`src/rtl/wsv_pkg.sv`:
```
package wsv_pkg;
  localparam int unsigned NEV           = 3;
  localparam int unsigned EV_ALARM      = 0;
  localparam int unsigned EV_WDOG       = 1;
  localparam int unsigned EV_KICK       = 2;
  localparam int unsigned PWR_SRC_KICK  = 0;
  localparam int unsigned PWR_SRC_ALARM = 1;
endpackage

```
`src/rtl/wsv_kick_sync.sv`:
```
module wsv_kick_sync #(
  parameter int unsigned STAGES = 2
) (
  input  logic clk_i,
  input  logic rst_ni,
  input  logic raw_i,
  output logic rise_o
);
  logic [STAGES:0] sync_q, sync_d;

  always_comb sync_d = {sync_q[STAGES-1:0], raw_i};

  always_ff @(posedge clk_i or negedge rst_ni) begin
    if (!rst_ni) sync_q <= '0;
    else         sync_q <= sync_d;
  end

  assign rise_o = sync_q[STAGES-1] & ~sync_q[STAGES];

  // a held level gives one event only
  p_single_rise_r6: assert property (@(posedge clk_i) disable iff (!rst_ni)
    rise_o |=> !rise_o);
endmodule

```
`src/rtl/wsv_wdog.sv`:
```
module wsv_wdog #(
  parameter int unsigned CW = 16
) (
  input  logic          clk_i,
  input  logic          rst_ni,
  input  logic          en_i,
  input  logic          reload_i,
  input  logic [CW-1:0] period_i,
  output logic          timeout_o
);
  logic [CW-1:0] cnt_q, cnt_d;
  logic          cnt_en;

  always_comb begin
    cnt_en = reload_i || (en_i && (cnt_q != '0));
    cnt_d  = reload_i ? period_i : cnt_q - 1'b1;
  end

  always_ff @(posedge clk_i or negedge rst_ni) begin
    if (!rst_ni)     cnt_q <= '0;
    else if (cnt_en) cnt_q <= cnt_d;
  end

  assign timeout_o = en_i && !reload_i && (cnt_q == CW'(1));

  p_hold_r3: assert property (@(posedge clk_i) disable iff (!rst_ni)
    (!en_i && !reload_i) |=> $stable(cnt_q));

  p_to_once_r2: assert property (@(posedge clk_i) disable iff (!rst_ni)
    timeout_o |=> !timeout_o);
endmodule

```
`src/rtl/wsv_stretch.sv`:
```
module wsv_stretch #(
  parameter int unsigned HOLD = 16
) (
  input  logic clk_i,
  input  logic rst_ni,
  input  logic pwr_good_i,
  input  logic trig_i,
  output logic rst_no
);
  localparam int unsigned HW = $clog2(HOLD + 1);

  logic [HW-1:0] cnt_q, cnt_d;
  logic          load, cnt_en;

  always_comb begin
    load   = !pwr_good_i || trig_i;
    cnt_en = load || (cnt_q != '0);
    cnt_d  = load ? HW'(HOLD) : cnt_q - 1'b1;
  end

  always_ff @(posedge clk_i or negedge rst_ni) begin
    if (!rst_ni)     cnt_q <= HW'(HOLD);
    else if (cnt_en) cnt_q <= cnt_d;
  end

  assign rst_no = pwr_good_i && (cnt_q == '0);

  p_trig_r10: assert property (@(posedge clk_i) disable iff (!rst_ni)
    trig_i |=> !rst_no);

  p_release_r9: assert property (@(posedge clk_i) disable iff (!rst_ni)
    $rose(rst_no) |-> $past(pwr_good_i));
endmodule

```
`src/rtl/wsv_route.sv`:
```
module wsv_route
  import wsv_pkg::*;
(
  input  logic           clk_i,
  input  logic           rst_ni,
  input  logic [NEV-1:0] set_i,
  input  logic [NEV-1:0] clr_i,
  input  logic [NEV-1:0] irq_en_i,
  input  logic [NEV-1:0] rst_en_i,
  input  logic [1:0]     pwr_src_en_i,
  input  logic           pwr_off_i,
  output logic [NEV-1:0] flags_o,
  output logic           irq_no,
  output logic           rst_trig_o,
  output logic           pwr_on_o
);
  logic [NEV-1:0] flags_q, flags_d;
  logic           flag_upd;
  logic           pwr_q, pwr_d, pwr_set, pwr_upd;

  always_comb begin
    flag_upd = |(set_i | clr_i);
    flags_d  = (flags_q & ~clr_i) | set_i;
    pwr_set  = (set_i[EV_KICK]  & pwr_src_en_i[PWR_SRC_KICK]) |
               (set_i[EV_ALARM] & pwr_src_en_i[PWR_SRC_ALARM]);
    pwr_upd  = pwr_set | pwr_off_i;
    pwr_d    = pwr_set;
  end

  always_ff @(posedge clk_i or negedge rst_ni) begin
    if (!rst_ni)       flags_q <= '0;
    else if (flag_upd) flags_q <= flags_d;
  end

  always_ff @(posedge clk_i or negedge rst_ni) begin
    if (!rst_ni)      pwr_q <= 1'b0;
    else if (pwr_upd) pwr_q <= pwr_d;
  end

  assign flags_o    = flags_q;
  assign pwr_on_o   = pwr_q;
  assign irq_no     = ~|(flags_q & irq_en_i);
  assign rst_trig_o = |(set_i & rst_en_i);

  p_sticky_r4: assert property (@(posedge clk_i) disable iff (!rst_ni)
    1'b1 |=> ((~flags_o & $past(flags_o & ~clr_i)) == '0));

  p_clear_r4: assert property (@(posedge clk_i) disable iff (!rst_ni)
    1'b1 |=> ((flags_o & $past(clr_i & ~set_i)) == '0));

  p_src_r7: assert property (@(posedge clk_i) disable iff (!rst_ni)
    pwr_set |=> pwr_on_o);

  p_off_r8: assert property (@(posedge clk_i) disable iff (!rst_ni)
    (pwr_off_i && !pwr_set) |=> !pwr_on_o);
endmodule

```
`src/rtl/wake_supervisor.sv`:
```
module wake_supervisor
  import wsv_pkg::*;
#(
  parameter int unsigned WD_W        = 16,
  parameter int unsigned RST_HOLD    = 1024,
  parameter int unsigned SYNC_STAGES = 2
) (
  input  logic            clk_i,
  input  logic            rst_ni,
  input  logic            pwr_good_i,
  input  logic            alarm_i,
  input  logic            kick_raw_i,
  input  logic            wd_en_i,
  input  logic            wd_reload_i,
  input  logic [WD_W-1:0] wd_period_i,
  input  logic [NEV-1:0]  irq_en_i,
  input  logic [NEV-1:0]  rst_en_i,
  input  logic [1:0]      pwr_src_en_i,
  input  logic [NEV-1:0]  flag_clr_i,
  input  logic            pwr_off_i,
  output logic [NEV-1:0]  flags_o,
  output logic            irq_no,
  output logic            rst_no,
  output logic            pwr_on_o
);
  logic [1:0]     rsync_q;
  logic           rst_int_n;
  logic           kick_rise, wd_timeout, rst_trig;
  logic [NEV-1:0] ev_set;

  always_ff @(posedge clk_i or negedge rst_ni) begin
    if (!rst_ni) rsync_q <= '0;
    else         rsync_q <= {rsync_q[0], 1'b1};
  end
  assign rst_int_n = rsync_q[1];

  wsv_kick_sync #(.STAGES(SYNC_STAGES)) u_kick (
    .clk_i(clk_i), .rst_ni(rst_int_n), .raw_i(kick_raw_i), .rise_o(kick_rise));

  wsv_wdog #(.CW(WD_W)) u_wdog (
    .clk_i(clk_i), .rst_ni(rst_int_n), .en_i(wd_en_i), .reload_i(wd_reload_i),
    .period_i(wd_period_i), .timeout_o(wd_timeout));

  always_comb begin
    ev_set           = '0;
    ev_set[EV_ALARM] = alarm_i;
    ev_set[EV_WDOG]  = wd_timeout;
    ev_set[EV_KICK]  = kick_rise;
  end

  wsv_route u_route (
    .clk_i(clk_i), .rst_ni(rst_int_n), .set_i(ev_set), .clr_i(flag_clr_i),
    .irq_en_i(irq_en_i), .rst_en_i(rst_en_i), .pwr_src_en_i(pwr_src_en_i),
    .pwr_off_i(pwr_off_i), .flags_o(flags_o), .irq_no(irq_no),
    .rst_trig_o(rst_trig), .pwr_on_o(pwr_on_o));

  wsv_stretch #(.HOLD(RST_HOLD)) u_stretch (
    .clk_i(clk_i), .rst_ni(rst_int_n), .pwr_good_i(pwr_good_i),
    .trig_i(rst_trig), .rst_no(rst_no));

  p_pg_low_r9: assert property (@(posedge clk_i) disable iff (!rst_int_n)
    !pwr_good_i |-> !rst_no);
endmodule

```
`config.mk`:
```
export PLATFORM = sky130hd
export DESIGN_NAME = wake_supervisor
export DESIGN_NICKNAME = d
export VERILOG_FILES = /design/src/rtl/wsv_pkg.sv /design/src/rtl/wsv_kick_sync.sv /design/src/rtl/wsv_wdog.sv /design/src/rtl/wsv_stretch.sv /design/src/rtl/wsv_route.sv /design/src/rtl/wake_supervisor.sv
export SDC_FILE = /design/constraint.sdc
export NUM_CORES = 1
export LEC_CHECK = 0
export BUFFER_PORTS_ARGS = -buffer_cell sky130_fd_sc_hd__buf_2
export CAP_MARGIN = 20
export CORE_MARGIN = 3
export CORE_UTILIZATION = 59
export DETAILED_ROUTE_END_ITERATION = 10
export PLACE_DENSITY = 0.84
export SLEW_MARGIN = 20
export SYNTH_ARGS = -nofsm -noshare
export SYNTH_HDL_FRONTEND = slang
export SYNTH_SLANG_ARGS = --single-unit
```
`constraint.sdc`:
```
create_clock -name clk_i -period 4.7 [get_ports clk_i]
set_clock_uncertainty 0.2 [all_clocks]
set_input_delay 0.47 -clock clk_i [delete_from_list [all_inputs] [get_ports clk_i]]
set_output_delay 0.47 -clock clk_i [all_outputs]
set_load 0.02 [all_outputs]
```
==> summary.md, run 1 <==
| Metric | Value |
|---|---|
| Status | completed |
| CP Max Fanout | 6 |
| Die W | 64.98 um |
| Largest net degree at the start of global routing | 35 |
| GRT Overall Usage | 21.91% |
| Max-slew headroom | 46.53% |
| WS Path Type | flop to primary output |
| # setup viols final | 0 |
| Routability cong. | 0.8770 |
| Worst Setup Start Kind | flop |
| Min-Delay Startpoint | kick_raw_i |
| Synthesis-stage register bit count | 36 |
| DRC | 0 |
| Cell Chain, Critical Path | inv_1, ha_1, nor4b_1, nand3_1, nor2_1, buf_2 |
| Crit path max-delay cell type | nor4b_1 |
| Top-count cell post-synth | dfrtp_1 |
| Max-cap violations | 0 |
| CTS tree | yes |
| Reg2reg start | u_wdog.cnt_q[1]$_DFFE_PN0P_ |
| Vias in the first global route | 1639 |
| Final slew viol count | 0 |
| Placed instance count | 291 |
| Critical Path RT | 4.03 ns |
| Mapped Area | 2052 um^2 |
| EDFF count, synth | 0 |
| CTS root buf | clkbuf_4 |
| Die H | 64.98 um |
| Initial Utilization | 64.57% |
| Worst vdd rail ir drop | 265.1 uV |
| Asr flop ratio synth | 100.0% |
| Netlist cell types | 51 |
| Proportion of layout cells with a drive suffix above 1 | 23.83% |
| Total core area | 3178 um^2 |
| Syn Inst Count | 217 |
| Antenna cell count | 0 |
| F_max | 341.9 MHz |
| Post-synth top cells | 35 x dfrtp_1, 25 x nor2_1, 11 x inv_1 |
| RSZ-0062 raised after global routing | no |
| Post-CTS Setup Bufs | 0 |
| Initial antenna violation count | 0 |
| Clock Path Buffers | 2 |
| Clock latency on the worst-skew pair | 0.34 ns |
| Hold slack | 0.02946 ns |
| DP HPWL | 3.150 mm |
| Area contributors post-synth | dfrtp_1 43%, nor2_1 4.6%, or4_1 3.7% |
| Worst hold path class | input pin to flop |
| Final WL | 4.361 mm |
| Critical path capture point | rst_no |
| First-pass GRT wire length | 7.141 mm |
| Post-DRT Antenna Nets | 0 |
| Vias | 1799 |
| Worst slew pin tran | 0.7972 ns |
| FF-to-FF setup slack | 1.84 ns |
| Clock sink count | 36 |
| Register area share after synthesis | 43.96% |
| Core Rows | 20 |
| Area Growth Syn to Fin | 15.06% |
| Hold path depth | 1 |
| Top_reg_cell synth | dfrtp_1 |
| Non-filler instance count after layout | 300 |
| Port buffer count | 40 |
| Fin crit period | 2.925 ns |
| Worst endpoint data arrival time | 2.26 ns |
| DR iter-0 viols | 128 |
| PostCTS Resize Cnt | 0 |
| Final TNS setup | 0 ns |
| Die area | 4222 um^2 |
| H-tree depth | 2 |
| Drt wl/cell | 14.54 um |
| Pre-antenna DRT Iters | 4 |
| Nets@finish | 295 |
| Final Hold Vio Count | 0 |
| Pwr Density | 347.5 nW/um^2 |
| R2R Path End | u_stretch.cnt_q[0]$_DFFE_PN0P_ |
| Critical path endpoint category | primary output |
| Fin crit share | 62.24% |
| Worst Setup SP | u_stretch.cnt_q[0]$_DFFE_PN0P_ |
| Io pins | 41 |
| Vias per std cell | 5.997 |
| Cell taking the most area after synthesis | dfrtp_1 |
| Avg Inst Size Synth | 9.456 um^2 |
| Synth warn | 0 |
| Critical Path Max Stage Delay | 0.51 ns |
| LEAKAGE | 1.002 nW |
| Syn Nets | 257 |
| Clk pin slew, worst setup/hold paths | 0.10 ns |
| Total gr overflow | 0 |
| R2R depth | 6 |
| Post-synth top area share | 42.68% |
| TritonCTS buffer count | 5 |
sequential cells by signal, summed over array words and instances, names as in the netlist:
signal / cells
rsync_q: 2
u_kick.sync_q: 3
u_route.flags_o: 3
u_route.pwr_on_o: 1
u_stretch.cnt_q: 11
u_wdog.cnt_q: 16
cells by family after synthesis:
family          Yosys count  synth area share [%]
simple gates             93                 25.92
compound gates           56                 20.55
flops                    36                 43.96
buf+inv                  23                 5.060
fa+ha+maj                 5                 3.049
xor+xnor                  3                 1.281
other cells               1                0.1828
how the worst min path moves through the flow:
| stage | end |
|---|---|
| floorplan | rsync_q[0]$_DFF_PN0_ |
| global placement | rsync_q[0]$_DFF_PN0_ |
| detailed placement | rsync_q[0]$_DFF_PN0_ |
| CTS | u_kick.sync_q[0]$_DFF_PN0_ |
| global route | u_kick.sync_q[0]$_DFF_PN0_ |
| finish | u_kick.sync_q[0]$_DFF_PN0_ |
routing by layer:
metal | vias to the layer above | GRT usage (%) | wire [um]
met5 | - | 0 | 0
met4 | 0 | 9.763 | 70
met3 | 7 | 4.159 | 246
met2 | 49 | 36.91 | 2020
met1 | 845 | 27.15 | 2025
li1 | 898 | - | -
cells in the final DEF (no fill, tap or decap), drive strengths merged, types with 3 or more instances in the layout:
cell	netlist	layout
xnor2	3	3
o311ai	3	3
o31ai	8	8
or2	3	3
nand2	7	7
o41ai	4	4
ha	5	5
a211oi	3	3
buf	4	41
nand3	9	9
a2bb2oi	3	3
clkbuf	7	7
nor4	4	4
or4	12	12
inv	11	11
o21ai	5	5
a31oi	7	7
nand4	4	4
nor2	25	25
or3	6	6
nor3	8	8
dfrtp	35	35
a21oi	10	10
or4b	4	4
cell type report:
class	count	area [um^2]
clock buffer	7	65.06
clock inverter	1	30.03
fill	246	817.0
inverter	12	45.04
multi-input combinational	158	1046
sequential	36	902.1
tap	44	55.05
timing repair buffer	42	217.7
worst max-delay path, delay by kind of cell, from the launching register on:
family,cells,cell delay (ns)
flip-flops,1,0.45
buffers and inverters,2,0.28
AND/OR/NAND/NOR,3,1.02
adder cells (fa/ha/maj),1,0.17
repair_timing:
item | CTS | global route
endpoints found under the setup margin | 0 | 0
endpoints found under the hold margin | 2 | 0
hold buffers | 1 | 0
stage by stage:
step	setup slack [ns]	total power, W	utilization (%)	instance area, um^2
after floorplan	2.288	0.0005287	-	2052
after global placement	1.875	0.0005747	70.98	2256
after detailed placement	1.807	0.0005800	70.98	2256
after CTS	1.772	0.0008241	74.29	2361
after global routing	1.505	0.0008717	74.29	2361
final	1.775	0.0008203	74.29	2361
power by group:
part	leakage (nW)	total, W	internal (W)	switching, W
registers	0.434	0.000385	0.000345	0.0000399
logic	0.517	0.000191	0.0000867	0.000104
clock network	0.0515	0.000244	0.000141	0.000103
No activity file was read; power rests on OpenSTA's default activity.
==> run 2, diff against run 1 <==
Settings changed: CORE_UTILIZATION 59 to 55, PLACE_DENSITY 0.84 to 0.79.
Clock period 4.7 ns to 3.05 ns, I/O delays scaled along.
==> run 2 against run 1 <==
Effect of this change: register-to-register slack worse by 1.3 ns; combinational power up 57%; core utilization down 4.6 points; cell count up 2.0%; flip-flop and latch count unchanged; routed wire length up 2.7%; worst setup slack worse by 1.4 ns.
==> summary.md, run 2 (synthesized netlist as in run 1, its figures left out) <==
| Metric | Value |
|---|---|
| Status | completed |
| Buf/Inv on CP | 2 (unchanged) |
| Clock sink count | 36 (unchanged) |
| Cell Chain, Critical Path | inv_1, ha_1, nor4b_1, nand3_1, nor2_1, buf_2 |
| Final TNS setup | 0 ns (unchanged) |
| CP Max Fanout | 6 (unchanged) |
| Wl on met1 | 2.003 mm (-1.1%) |
| Max-slew headroom | 56.44% (+9.9 points) |
| DP HPWL | 3.200 mm (+1.6%) |
| Clock Path Buffers | 2 (unchanged) |
| Vias | 1867 (+3.8%) |
| Multi-input gate area | 1046 um^2 (unchanged) |
| Max-cap violations | 0 (unchanged) |
| Nets@finish | 299 (+1.4%) |
| Met2 WL | 2.168 mm (+7.3%) |
| WS Path Type | flop to primary output |
| DRC | 0 (unchanged) |
| Fin crit share | 88.68% |
| Initial antenna violation count | 0 (unchanged) |
| TritonCTS buffer count | 5 (unchanged) |
| Final WL | 4.477 mm (+2.7%) |
| Worst hold path class | input pin to flop |
| Pint | 0.0009155 W (+60%) |
| F_max | 369.7 MHz |
| Total gr overflow | 0 (unchanged) |
| Die W | 67.08 um (+3.2%) |
| Fill cells | 290 (+18%) |
| Pwr Density | 548.4 nW/um^2 (+58%) |
| Routability cong. | 0.8215 (-6.3%) |
| Crit path max-delay cell type | nor4b_1 |
| Fin area | 2419 um^2 (+2.4%) |
| Sw Ratio | 30.98% (+0.86 points) |
| Power share of the clock group | 32.7% (+3.0 points) |
| LEAKAGE | 1.023 nW (+2.1%) |
| Post-DRT Antenna Nets | 0 (unchanged) |
| Core Rows | 21 (+5.0%) |
| Flop pwr share | 44.8% (-2.2 points) |
| Die area | 4500 um^2 (+6.6%) |
| Vias per std cell | 6.101 (+1.7%) |
| Largest register by flop count | u_wdog.cnt_q |
| Top Registers | u_wdog.cnt_q x16, u_stretch.cnt_q x11 |
| H-tree depth | 2 (unchanged) |
| Initial Utilization | 59.16% (-5.4 points) |
| Drt wl/cell | 14.63 um (+0.65%) |
| Clk pin slew, worst setup/hold paths | 0.08 ns (-0.02 ns) |
| Post-DP Area | 2273 um^2 (+0.78%) |
| Top delay family on crit path | simple AND/OR/NAND/NOR gates |
| Proportion of layout cells with a drive suffix above 1 | 24.23% (+0.40 points) |
| Critical Path RT | 2.54 ns (-1.49 ns) |
| Final slew viol count | 0 (unchanged) |
| Combinational share of power | 22.6% (-0.7 points) |
| First-pass GRT wire length | 7.500 mm (+5.0%) |
| Most common cell after layout, fill and taps aside | buf_2 |
| Die H | 67.08 um (+3.2%) |
| Io pins | 41 (unchanged) |
| Met3 WL post-DR | 264 um (+7.3%) |
| Total core area | 3468 um^2 (+9.1%) |
| Port buffer count | 40 (unchanged) |
| Area Growth Syn to Fin | 17.87% |
| Worst slew pin tran | 0.6474 ns (-0.1498 ns) |
| Setup ws final | 0.3453 ns (-1.430 ns) |
| Max reg flops | 16 (unchanged) |
| CTS tree | yes |
| Worst endpoint data arrival time | 2.20 ns (-0.06 ns) |
| Pre-antenna DRT Iters | 4 (unchanged) |
| DR iter-0 viols | 160 (+25%) |
| Fin crit period | 2.705 ns |
| Worst Setup Start Kind | flop |
| Vias in the first global route | 1640 (+0.061%) |
| Sw Pwr | 0.0004109 W (+66%) |
| Most frequent cells in the layout | 40 x buf_2, 35 x dfrtp_1, 25 x nor2_1 |
| Register area | 902.1 um^2 (unchanged) |
| Pre-CTS setup slack | 0.5069 ns (-1.300 ns) |
| Layout Utilization | 69.73% (-4.6 points) |
| Largest net degree at the start of global routing | 35 (unchanged) |
| CTS root buf | clkbuf_8 |
| Antenna cell count | 0 (unchanged) |
| Worst vdd rail ir drop | 342.8 uV (+29%) |
| GRT Overall Usage | 21.86% (-0.059 points) |
| Clock latency on the worst-skew pair | 0.29 ns (-0.05 ns) |
| Top sig layer | met4 |
| Final Hold Vio Count | 0 (unchanged) |
| # setup viols final | 0 (unchanged) |
| Critical Path Max Stage Delay | 0.50 ns (about the same) |
| RSZ-0062 raised after global routing | no |
| Critical path endpoint category | primary output |
| PostCTS Resize Cnt | 0 (unchanged) |
-- run 2: cell count changes in the layout (fill, tap and decap cells not counted), sizes merged --
cell / change
inv: +1
dlygate4sd3: +2
buf: +2
clkbuf: -2
clkinvlp: +1
-- run 2: power by group through the flow --
stage | combinational [W] | sequential [W] | clock [W]
finish | 0.000299 | 0.000594 | 0.000433
global route | 0.000339 | 0.000604 | 0.000464
CTS | 0.000300 | 0.000592 | 0.000440
detailed placement | 0.000296 | 0.000601 | 0
global placement | 0.000288 | 0.000600 | 0
floorplan | 0.000219 | 0.000596 | 0
-- run 2: per-layer routing --
layer  global-route usage, %  vias to the layer above
met3                   5.565                        7
met2                   35.83                       61
met1                   28.54                      887
met5                       0                        -
met4                   5.570                        0
li1                        -                      912
-- run 2: worst paths after layout --
check                                                  end  cells past startpoint                      startpoint  slack, ns
max                                                 rst_no                      6  u_stretch.cnt_q[0]$_DFFE_PN0P_       0.35
min                           u_wdog.cnt_q[12]$_DFFE_PN0P_                      2                 wd_period_i[12]       0.01
max reg2reg                   u_wdog.cnt_q[10]$_DFFE_PN0P_                      6     u_wdog.cnt_q[0]$_DFFE_PN0P_       0.51
min reg2reg                    u_wdog.cnt_q[3]$_DFFE_PN0P_                      1            rsync_q[1]$_DFF_PN0_       0.07
max in group asynchronous  u_stretch.cnt_q[10]$_DFFE_PN1P_                      1            rsync_q[1]$_DFF_PN0_       2.24
min in group asynchronous      u_wdog.cnt_q[3]$_DFFE_PN0P_                      1            rsync_q[1]$_DFF_PN0_       0.07
-- run 2: timing repair --
action                                 CTS  global route
setup buffers                            0             0
endpoints found under the hold margin    4             0
hold buffers                             3             0
-- run 2: cell type report --
cell class / instances / area share, %
Inverter: 12 / 1.862
Timing Repair Buffer: 46 / 10.45
Tap cell: 46 / 2.380
Clock buffer: 5 / 2.845
Sequential cell: 36 / 37.30
Clock inverter: 3 / 1.914
Multi-Input combinational cell: 158 / 43.25
-- run 2: stage by stage --
step | power (W) | std cells | hold slack [ns]
2_1_floorplan | 0.0008147 | 217 | -0.1906
3_3_place_gp | 0.0008871 | 295 | -0.1094
3_5_place_dp | 0.0008966 | 295 | -0.1097
4_1_cts | 0.001332 | 306 | 0.008069
5_1_grt | 0.001407 | 306 | 0.02155
6_report | 0.001326 | 306 | 0.01407
==> run 3, diff against run 2 <==
Settings changed: ABC_AREA from default to 1, CORE_MARGIN 3 to 2, CORE_UTILIZATION 55 to 56.
==> run 3 against run 2 <==
Effect of this change: core utilization down 0.21 points; fmax grew 22%; register-to-register slack better by 0.52 ns; non-clock buffer count shrank 2; cell count increased by 33%; hold slack worse by 0.013 ns.
==> summary.md, run 3 <==
| Metric | Value |
|---|---|
| Critical Path RT | 2.54 ns (about the same) |
| H-tree depth | 2 (unchanged) |
| Mapped Area | 2240 um^2 (+9.1%) |
| Crit path depth | 7 (+1) |
| Worst slew pin tran | 0.7406 ns (+0.09322 ns) |
| Register area share after synthesis | 40.28% (-3.7 points) |
| Max-cap violations | 0 (unchanged) |
| Top_reg_cell synth | dfrtp_1 |
| Post-synth top area share | 39.11% (-3.6 points) |
| Critical Path Max Stage Delay | 0.38 ns (-0.12 ns) |
| Most common cell after layout, fill and taps aside | nand2_1 |
| Area Growth Syn to Fin | 16.20% |
| Synth warn | 0 (unchanged) |
| Fin area | 2603 um^2 (+7.6%) |
| Post-synth top cells | 96 x nand2_1, 41 x nor2_1, 35 x dfrtp_1, 35 x nand3_1, 32 x inv_1 |
| CTS root buf | clkbuf_8 |
| Clk pin slew, worst setup/hold paths | 0.07 ns (about the same) |
| Clock latency on the worst-skew pair | 0.29 ns (about the same) |
| Top-count cell post-synth | nand2_1 |
| GRT Overall Usage | 24.13% (+2.3 points) |
| TritonCTS buffer count | 5 (unchanged) |
| Nets@finish | 399 (+33%) |
| Proportion of layout cells with a drive suffix above 1 | 20.56% (-3.7 points) |
| Total gr overflow | 0 (unchanged) |
| Die H | 67.24 um (+0.24%) |
| Post-CTS Setup Bufs | 0 (unchanged) |
| WS Path Type | flop to primary output |
| Clock sink count | 36 (unchanged) |
| Syn Nets | 354 (+38%) |
| Post-DP Area | 2465 um^2 (+8.4%) |
| Reg2reg start | u_wdog.cnt_q[1]$_DFFE_PN0P_ |
| DP HPWL | 3.561 mm (+11%) |
| DR iter-0 viols | 134 (-16%) |
| Final Hold Vio Count | 0 (unchanged) |
| Routability cong. | 0.8680 (+5.7%) |
| Vias in the first global route | 1953 (+19%) |
| Synthesis-stage register bit count | 36 (unchanged) |
| Top delay family on crit path | simple AND/OR/NAND/NOR gates |
| R2R Path End | u_stretch.cnt_q[3]$_DFFE_PN0P_ |
| Crit path max-delay cell type | dfrtp_1 |
| Cell taking the most area after synthesis | dfrtp_1 |
| Top Registers | u_wdog.cnt_q x16, u_stretch.cnt_q x11 |
| Final slew viol count | 0 (unchanged) |
| Fin crit share | 72.54% (-16 points) |
| Worst endpoint data arrival time | 1.71 ns (-0.49 ns) |
| EDFF count, synth | 0 (unchanged) |
| Vias per std cell | 5.086 (-17%) |
| Status | completed |
| Placed instance count | 397 (+35%) |
| Die W | 67.24 um (+0.24%) |
| F_max | 452.0 MHz (+22%) |
| Post-DRT Antenna Nets | 0 (unchanged) |
| Avg Inst Size Synth | 7.133 um^2 (-25%) |
| FF-to-FF setup slack | 1.03 ns (+0.52 ns) |
| Io pins | 41 (unchanged) |
| Register area | 902.1 um^2 (unchanged) |
| Syn Inst Count | 314 (+45%) |
| PostCTS Resize Cnt | 0 (unchanged) |
| Multi-input gate area | 1164 um^2 (+11%) |
| LEAKAGE | 1.376 nW (+34%) |
| Worst Setup SP | u_stretch.cnt_q[0]$_DFFE_PN0P_ |
| Buf/Inv on CP | 3 (+1) |
| Pwr Density | 548.2 nW/um^2 (about the same) |
| Worst vdd rail ir drop | 378.6 uV (+10%) |
| Fin crit period | 2.212 ns (-0.4924 ns) |
| Drt wl/cell | 11.72 um (-20%) |
| Max-slew headroom | 50.30% (-6.1 points) |
| Largest register by flop count | u_wdog.cnt_q |
| DRC | 0 (unchanged) |
| Largest net degree at the start of global routing | 35 (unchanged) |
| R2R depth | 7 (+1) |
| CTS tree | yes |
| RSZ-0062 raised after global routing | no |
| Fill cells | 307 (+5.9%) |
| Total core area | 3744 um^2 (+7.9%) |
| Vias | 2075 (+11%) |
| Clock Path Buffers | 2 (unchanged) |
| Final WL | 4.780 mm (+6.8%) |
| # setup viols final | 0 (unchanged) |
| Critical path capture point | rst_no |
| Core Rows | 22 (+4.8%) |
| Asr flop ratio synth | 100.0% (unchanged) |
| First-pass GRT wire length | 8.155 mm (+8.7%) |
| Port buffer count | 40 (unchanged) |
| Worst Setup Start Kind | flop |
| Most frequent cells in the layout | 96 x nand2_1, 41 x nor2_1, 40 x buf_2 |
| Pre-antenna DRT Iters | 4 (unchanged) |
| Die area | 4521 um^2 (+0.48%) |
| Critical path endpoint category | primary output |
| Final TNS setup | 0 ns (unchanged) |
| Hold_buf cts | 3 (unchanged) |
| Pre-CTS setup slack | 1.013 ns (+0.5056 ns) |
| Antenna cell count | 0 (unchanged) |
| Setup ws final | 0.8377 ns (+0.4924 ns) |
| Non-filler instance count after layout | 408 (+33%) |
| Max reg flops | 16 (unchanged) |
| Initial antenna violation count | 0 (unchanged) |
| Cell Chain, Critical Path | inv_1, ha_1, nand3_1, nor2_4, inv_2, nor2_1, buf_2 |
| CP Max Fanout | 9 (+3) |
| Initial Utilization | 59.83% (+0.66 points) |
| Netlist cell types | 34 (-33%) |
| Area contributors post-synth | dfrtp_1 39%, nand2_1 16%, nand3_1 7.8% |
| Worst hold path class | input pin to flop |
[run 3: routing by layer]
layer  wire length [um]  track usage (%)
met1               2201            30.11
met2               2255            42.20
met3                272            5.000
met4                 51            6.888
met5                  0                0
[run 3: worst min path at each step]
| stage | depth (start not counted) | start | endpoint | slack (ns) |
|---|---|---|---|---|
| 2_1_floorplan | 0 | rst_ni | rsync_q[0]$_DFF_PN0_ | -0.19 |
| 3_3_place_gp | 1 | rst_ni | rsync_q[1]$_DFF_PN0_ | -0.11 |
| 3_5_place_dp | 1 | rst_ni | rsync_q[1]$_DFF_PN0_ | -0.11 |
| 4_1_cts | 2 | flag_clr_i[1] | u_route.flags_o[1]$_DFFE_PN0P_ | 0.002 |
| 5_1_grt | 2 | flag_clr_i[2] | u_route.flags_o[2]$_DFFE_PN0P_ | 0.003 |
| 6_report | 2 | flag_clr_i[1] | u_route.flags_o[1]$_DFFE_PN0P_ | 0.001 |
[run 3: cell type report]
cell class / count / area share, %
clock buffers: 6 / 2.788
clock inverters: 2 / 1.346
inverters: 35 / 5.048
multi-input cells: 237 / 44.71
flip-flops and latches: 36 / 34.66
well taps: 48 / 2.308
repair buffers: 44 / 9.135
[run 3: report_power, final]
part	total (W)	internal (W)	leakage, nW	switching, W
logic	0.000414	0.000158	0.876	0.000256
registers	0.000600	0.000540	0.445	0.0000600
clock network	0.000413	0.000242	0.0552	0.000170
total	0.00143	0.000941	1.38	0.000486
[run 3: metrics by stage]
step	total power, W	util [%]	hold slack (ns)
after global placement	0.001010	65.84	-0.1093
after detailed placement	0.001018	65.84	-0.1072
after global routing	0.001536	69.52	0.002871
after CTS	0.001437	69.52	0.001828
final	0.001427	69.52	0.001205
after floorplan	0.0009235	-	-0.1906
[run 3: kinds of logic after synthesis]
| family | count (synthesis) | synth area share [%] |
|---|---|---|
| and+or+nand+nor | 196 | 38.94 |
| buffers and inverters | 41 | 7.766 |
| DFF | 36 | 40.28 |
| AOI/OAI and AO/OA | 31 | 8.491 |
| adders and majority gates | 5 | 2.793 |
| xor gates and xnor gates | 4 | 1.565 |
| other | 1 | 0.1674 |
